## src/rtl/dsm_pkg.sv

```systemverilog
package dsm_pkg;
  typedef enum logic [1:0] {
    PH_IDLE = 2'd0,
    PH_INIT = 2'd1,
    PH_RUN  = 2'd2
  } dsm_phase_t;
endpackage

```

## src/rtl/dsm_adder.sv

```systemverilog
// Modulo-2^W adder; RIPPLE selects an explicit carry chain or an inferred adder.
module dsm_adder #(
  parameter int W      = 5,
  parameter bit RIPPLE = 1'b1
) (
  input  logic [W-1:0] a,
  input  logic [W-1:0] b,
  output logic [W-1:0] s
);
  generate
    if (RIPPLE) begin : g_ripple
      logic [W-1:0] c;
      assign c[0] = 1'b0;
      for (genvar g = 0; g < W; g++) begin : g_cell
        assign s[g] = a[g] ^ b[g] ^ c[g];
        if (g < W - 1) begin : g_carry
          assign c[g+1] = (a[g] & b[g]) | (c[g] & (a[g] ^ b[g]));
        end
      end
    end else begin : g_infer
      assign s = a + b;
    end
  endgenerate
endmodule

```

## src/rtl/dsm_feedback_gen.sv

```systemverilog
// Feedback word: top two bits copy the accumulator MSB, the rest are zero.
module dsm_feedback_gen #(
  parameter int ACC_W = 5
) (
  input  logic             msb,
  output logic [ACC_W-1:0] fb
);
  localparam int LOW_W = ACC_W - 2;
  assign fb = {msb, msb, {LOW_W{1'b0}}};
endmodule

```

## src/rtl/dsm_accum.sv

```systemverilog
// Accumulator register with its two-adder update path.
module dsm_accum #(
  parameter int N      = 3,
  parameter bit RIPPLE = 1'b1
) (
  input  logic         clk,
  input  logic         rst,
  input  logic         reload,
  input  logic [N-1:0] code,
  output logic [N+1:0] acc
);
  localparam int ACC_W = N + 2;
  localparam logic [ACC_W-1:0] PRESET = {1'b1, {(ACC_W-1){1'b0}}};

  logic [ACC_W-1:0] fb;
  logic [ACC_W-1:0] code_ext;
  logic [ACC_W-1:0] fb_plus_code;
  logic [ACC_W-1:0] acc_next;

  assign code_ext = {2'b00, code};

  dsm_feedback_gen #(.ACC_W(ACC_W)) fb_i (
    .msb (acc[ACC_W-1]),
    .fb  (fb)
  );

  dsm_adder #(.W(ACC_W), .RIPPLE(RIPPLE)) add_fb_i (
    .a (fb),
    .b (code_ext),
    .s (fb_plus_code)
  );

  dsm_adder #(.W(ACC_W), .RIPPLE(RIPPLE)) add_acc_i (
    .a (fb_plus_code),
    .b (acc),
    .s (acc_next)
  );

  always_ff @(posedge clk) begin
    if (rst || reload) acc <= PRESET;
    else               acc <= acc_next;
  end
endmodule

```

## src/rtl/dsm_frame_ctrl.sv

```systemverilog
// Frame sequencer: idle, one initialisation cycle, then 2^N valid bits.
module dsm_frame_ctrl
  import dsm_pkg::*;
#(
  parameter int N = 3
) (
  input  logic       clk,
  input  logic       rst,
  input  logic       start,
  output dsm_phase_t phase,
  output logic       capture,
  output logic       reload,
  output logic       valid,
  output logic       last
);
  localparam logic [N-1:0] LAST_IDX = {N{1'b1}};

  logic [N-1:0] idx;

  assign capture = (phase == PH_IDLE) && start;
  assign valid   = (phase == PH_RUN);
  assign last    = valid && (idx == LAST_IDX);
  assign reload  = (phase == PH_IDLE) || last;

  always_ff @(posedge clk) begin
    if (rst) begin
      phase <= PH_IDLE;
      idx   <= '0;
    end else begin
      unique case (phase)
        PH_IDLE: if (start) phase <= PH_INIT;
        PH_INIT: begin
          phase <= PH_RUN;
          idx   <= '0;
        end
        PH_RUN: begin
          idx <= idx + 1'b1;
          if (idx == LAST_IDX) phase <= PH_IDLE;
        end
        default: phase <= PH_IDLE;
      endcase
    end
  end
endmodule

```

## src/rtl/dsm_bitstream_mod.sv

```systemverilog
module dsm_bitstream_mod
  import dsm_pkg::*;
#(
  parameter int N          = 3,
  parameter bit RIPPLE_ADD = 1'b1
) (
  input  logic         clk,
  input  logic         rst,
  input  logic         start,
  input  logic [N-1:0] din,
  output logic         bit_out,
  output logic         bit_valid,
  output logic         frame_done
);
  localparam int ACC_W = N + 2;

  dsm_phase_t       phase;
  logic             capture;
  logic             reload;
  logic [N-1:0]     code_q;
  logic [ACC_W-1:0] acc;

  dsm_frame_ctrl #(.N(N)) ctrl_i (
    .clk     (clk),
    .rst     (rst),
    .start   (start),
    .phase   (phase),
    .capture (capture),
    .reload  (reload),
    .valid   (bit_valid),
    .last    (frame_done)
  );

  always_ff @(posedge clk) begin
    if (rst)          code_q <= '0;
    else if (capture) code_q <= din;
  end

  dsm_accum #(.N(N), .RIPPLE(RIPPLE_ADD)) accum_i (
    .clk    (clk),
    .rst    (rst),
    .reload (reload),
    .code   (code_q),
    .acc    (acc)
  );

  assign bit_out = (phase != PH_IDLE) && acc[ACC_W-1];
endmodule

```

## config.mk

```make
export PLATFORM = sky130hd
export DESIGN_NAME = dsm_bitstream_mod
export DESIGN_NICKNAME = d
export VERILOG_FILES = /design/src/rtl/dsm_pkg.sv /design/src/rtl/dsm_adder.sv /design/src/rtl/dsm_feedback_gen.sv /design/src/rtl/dsm_accum.sv /design/src/rtl/dsm_frame_ctrl.sv /design/src/rtl/dsm_bitstream_mod.sv
export SDC_FILE = /design/constraint.sdc
export NUM_CORES = 1
export LEC_CHECK = 0
export BUFFER_PORTS_ARGS = -buffer_cell sky130_fd_sc_hd__buf_2
export CAP_MARGIN = 0
export CELL_PAD_IN_SITES_DETAIL_PLACEMENT = 1
export CELL_PAD_IN_SITES_GLOBAL_PLACEMENT = 2
export CORE_MARGIN = 2
export CORE_UTILIZATION = 35
export CTS_CLUSTER_DIAMETER = 60
export DETAILED_ROUTE_END_ITERATION = 10
export PLACE_DENSITY = 0.78
export SLEW_MARGIN = 20
export SYNTH_ARGS = -nofsm -noshare
export SYNTH_HDL_FRONTEND = slang
export SYNTH_SLANG_ARGS = --single-unit
```

## constraint.sdc

```tcl
create_clock -name clk -period 4.4 [get_ports clk]
set_input_delay 0.22 -clock clk [delete_from_list [all_inputs] [get_ports clk]]
set_output_delay 0.22 -clock clk [all_outputs]
set_load 0.005 [all_outputs]
```

# --- Word level (Yosys, flattened, before mapping) ---
# Cells that the tools add are included.
word_totals:
  out_inout_bits: 3
  reg_bits: 13
  wordCells: 40
op_classes:
  bitwise: 17
  n_eq_ne: 5
  add_sub_neg: 1
  reduce_logical: 9
  muxes: 4
ops:
  columns: ["op", "count"]
  rows:
  - ["$and A1 B1 Y1", 7]
  - ["$xor A1 B1 Y1", 7]
  - ["$pmux W2 S3", 1]
  - ["$pmux W3 S2", 1]
  - ["$mux W2", 2]
  - ["$ne A2 B2 Y1 const B", 2]
  - ["$reduce_bool A2 Y1", 2]
  - ["$add A3 B1 Y3 const B", 1]
  - ["$eq A3 B3 Y1 const B", 1]
  - ["$logic_and A1 B1 Y1", 3]
  - ["$or A1 B1 Y1", 3]
  - ["$eq A2 B1 Y1 const B", 1]
  - ["$eq A2 B2 Y1 const B", 1]
  - ["$logic_not A2 Y1", 1]
  - ["$logic_or A1 B1 Y1", 2]
  - ["$reduce_and A2 Y1", 1]

# --- Depth between registers and ports, before layout ---
depth:
  depth_word: 7
  depth_mapped: 8

# --- By module ---
# A second synthesis with hierarchy kept.
unflattened:
  hier_cells: 81
  area_unflattened_um2: 849.6
by_module_without_submodules:
  columns: ["mod", "cells_each", "seq_area_each_um2", "instances", "area_per_inst_um2"]
  rows:
  - ["dsm_frame_ctrl", 34, 100.1, 1, 329.1]
  - ["dsm_adder", 10, 0.0, 2, 115.1]
  - ["dsm_accum", 11, 100.1, 1, 140.1]
  - ["dsm_bitstream_mod", 10, 60.1, 1, 108.9]
  - ["dsm_feedback_gen", 6, 0.0, 1, 41.3]

# --- Least setup slack after synthesis ---
# Ideal clock, no wire load.
synth_timing:
  kind: "reg2reg"
  startpoint: "reg code_q[0]"
  endpoint: "reg accum_i.acc[3]"
  stages_incl_launch_ff: 9
  path_buffers: 0
  required_time_ns: 4.289
  setup_ns: 0.111
  t_arrival_ns: 1.621
  slack_ns: 2.668
  path_cell_list: "dfxtp_1 > ha_1 > inv_1 > fa_1 > inv_1 > fa_1 > inv_1 > fa_1 > nor2_2"
synth_via:
  elab_chain_cells: 6
synth_rtl:
  columns: ["item", "line", "source"]
  rows:
  - ["from (decl)", "dsm_bitstream_mod.sv:20", "logic [N-1:0] code_q;"]
  - ["from (signal assigned)", "dsm_bitstream_mod.sv:36", "else if (capture) code_q <= din;"]
  - ["$and A1 B1 Y1 (2 in series)", "dsm_adder.sv:17", "assign c[g+1] = (a[g] & b[g]) | (c[g] & (a[g] ^ b[g]));"]
  - ["$or A1 B1 Y1", "dsm_adder.sv:17", null]
  - ["$and A1 B1 Y1", "dsm_adder.sv:17", null]
  - ["$or A1 B1 Y1", "dsm_adder.sv:17", null]
  - ["$xor A1 B1 Y1", "dsm_adder.sv:15", "assign s[g] = a[g] ^ b[g] ^ c[g];"]
  - ["to (signal assigned)", "dsm_accum.sv:41", "else acc <= acc_next;"]
  - ["to (decl)", "dsm_accum.sv:10", "output logic [N+1:0] acc"]
# No other way between the ends.
# A chain may end at the register's enable or synchronous reset.

# --- Final worst setup path ---
# Ends and elaborated chain as after synthesis.

==> impl_metrics.env <==
export IMPL_final_core_util_pct=42.1
export IMPL_maxCapViolations=0
export IMPL_cts_root_buf="clkbuf_4"
export IMPL_cts_sinks=13
export IMPL_cts_made_buffers=3
export IMPL_reg2reg_depth=8
export IMPL_vias=465
export IMPL_status="completed"
export IMPL_clock_latency_ps=270
export IMPL_clk_path_buf_depth=2
export IMPL_track_usage_pct=12.0
export IMPL_synth_area_um2=653
export IMPL_start_util_pct=37.4
export IMPL_setup_viol=0
export IMPL_netlist_instances=70
export IMPL_drc_errors=0
export IMPL_synthToLayoutAreaGrowth_pct=12.5
export IMPL_p_seq_share_pct=51.4
export IMPL_nFillCells=218
export IMPL_hold_path_end="code_q[0]"
export IMPL_rsz0062_at_grt="no"
export IMPL_p_sw_uw=69.8
export IMPL_ioPinCount=9
export IMPL_clockPowerShare_pct=29.8
export IMPL_synth_seq_cells=13
export IMPL_relSlewSlack_pct=79.2
export IMPL_syn_area_per_cell_um2=9.33
export IMPL_hp_class="in2reg"
export IMPL_fin_skew_ps=4.54
export IMPL_end_kind="register"
export IMPL_via_per_inst=4.43
export IMPL_diodes=0
export IMPL_wl_per_cell_um=10.2
export IMPL_grt_max_degree=12
export IMPL_rr_startpoint="code_q[0]"
export IMPL_ys_types=21
export IMPL_htree_levels=1
export IMPL_synth_seq_area_share_pct=39.8
export IMPL_design_die_area_mm2=0.00223
export IMPL_post_cts_buffers=0
export IMPL_cts_hold_buf=0
export IMPL_min_period_ps=1800
export IMPL_comb_power_share_pct=18.9
export IMPL_regToRegSetupSlack_ps=2600
export IMPL_power_leakage_nw=0.328
export IMPL_totalWireLength_mm=1.07
export IMPL_switching_share_pct=27.8
export IMPL_die_h_um=47.2
export IMPL_fmax_mhz=554
export IMPL_cp_required_ps=4570
export IMPL_gr_total_overflow=0
export IMPL_grt_pass1_wl_mm=1.80
export IMPL_finalSetupTns_ps=0
export IMPL_synth_warnings=0
export IMPL_antenna_found_initial=0
export IMPL_drive_gt1_share_pct=20.0
export IMPL_drt_iter0_drc=0
export IMPL_arrival_ps=1980
export IMPL_rows=15
export IMPL_layout_common_cells="dfxtp_1, inv_1, buf_2"
export IMPL_mostFrequentLayoutCell="dfxtp_1"
export IMPL_path_clk_slew_ps=80
export IMPL_cp_max_fo=2
export IMPL_intPower_uw=182
export IMPL_gp_congestion=0.661
export IMPL_drv_slew=0
export IMPL_start_kind="register"
export IMPL_grt_pass1_vias=450
export IMPL_port_buffers=8
export IMPL_hold_path_cell_count=3
export IMPL_dr_pass1_iters=1
export IMPL_nNetsFinal=96
export IMPL_regToRegEndpoint="accum_i.acc[3]"
export IMPL_die_w_um=47.2
export IMPL_antenna_left=0
export IMPL_finalCritPeriodShare_pct=41.0
export IMPL_syn_nets=85
export IMPL_powerDensity_mw_per_mm2=342
export IMPL_cts_resized=0
export IMPL_worstSetupPathType="reg2reg"
export IMPL_hpwl_um=871
export IMPL_worstHoldStart="din[0]"
export IMPL_tritoncts="done"
export IMPL_final_hold_viol_count=0
export IMPL_coreArea_mm2=0.00175
export IMPL_hold_slack_ps=198
export IMPL_ir_worst_vdd_v=0.000184
export IMPL_worst_slew_pin_slew_ps=311
-- per-stage QoR --
stage               instances  power [mW]  area (µm²)  setup slack [ps]
finish                    105       0.251         734              2600
global route              105       0.268         734              2480
CTS                       105       0.258         734              2570
detailed placement        101       0.180         708              2580
global placement          101       0.179         708              2630
floorplan                  70       0.170         653              2670
-- layer usage --
layer  wire length [µm]  GRT usage [%]  vias up
met4                  4           5.00        0
met3                 26           4.62        2
li1                   -              -      240
met2                558           21.9        2
met5                  0              0        -
met1                481           12.0      221
-- state kept, by name (all words and copies together), names as in the netlist --
| register | flops |
|---|---|
| accum_i.acc | 5 |
| code_q | 3 |
| ctrl_i.idx | 3 |
| ctrl_i.phase | 2 |
-- final cells by class --
class / instances / area, µm² / share of cell area, %
multi-input cells: 45 / 339 / 46.2
well taps: 25 / 31.3 / 4.26
flip-flops and latches: 13 / 260 / 35.4
inverters: 10 / 37.5 / 5.11
clock buffers: 4 / 26.3 / 3.58
repair buffers: 8 / 40.0 / 5.45
-- cell usage after synthesis (all sizes together) --
cell    instances  area, µm²
dfxtp          13        260
inv            10       37.5
a21oi           6       30.0
ha              6       75.1
nand2           6       22.5
nand3           5       25.0
nor2            5       23.8
nand2b          4       25.0
and2            3       21.3
fa              3       60.1
buf             2       16.3
mux2            1       11.3
mux2i           1       10.0
nor2b           1       6.26
nor3            1       5.00
nor3b           1       7.51
o21ai           1       5.00
or3             1       11.3
-- cells by family (layout without fill, tap and decap cells) --
| kind of cell | Yosys count | count (layout) | synth area share [%] |
|---|---|---|---|
| adder cells (fa/ha/maj) | 9 | 9 | 20.7 |
| flip-flops | 13 | 13 | 39.8 |
| buffers and inverters | 12 | 22 | 8.24 |
| AND/OR/NAND/NOR | 27 | 27 | 22.6 |
| multiplexers | 2 | 2 | 3.26 |
| AO/OA/AOI/OAI | 7 | 7 | 5.36 |
-- worst max path at each step --
stage,startpoint,to,cells after the start
global placement,code_q[0],accum_i.acc[3],8
global route,code_q[0],accum_i.acc[3],8
detailed placement,code_q[0],accum_i.acc[3],8
floorplan,code_q[0],accum_i.acc[3],8
CTS,code_q[0],accum_i.acc[3],8
finish,code_q[0],accum_i.acc[3],8
-- power by group through the flow --
stage	Combinational [mW]	Sequential, mW	Clock (mW)
5_1_grt	0.0558	0.130	0.0820
4_1_cts	0.0491	0.129	0.0792
2_1_floorplan	0.0388	0.131	0
3_3_place_gp	0.0476	0.132	0
6_report	0.0475	0.129	0.0748
3_5_place_dp	0.0483	0.132	0
-- worst max-delay path, stage by stage, from the launching register on --
cell and delay (ps):
dfxtp_1 340, ha_1 140, inv_1 40, fa_1 350, inv_1 70, fa_1 150, inv_1 50, fa_1 520
nor2_2 40
Power figures use the tool's default switching activity.
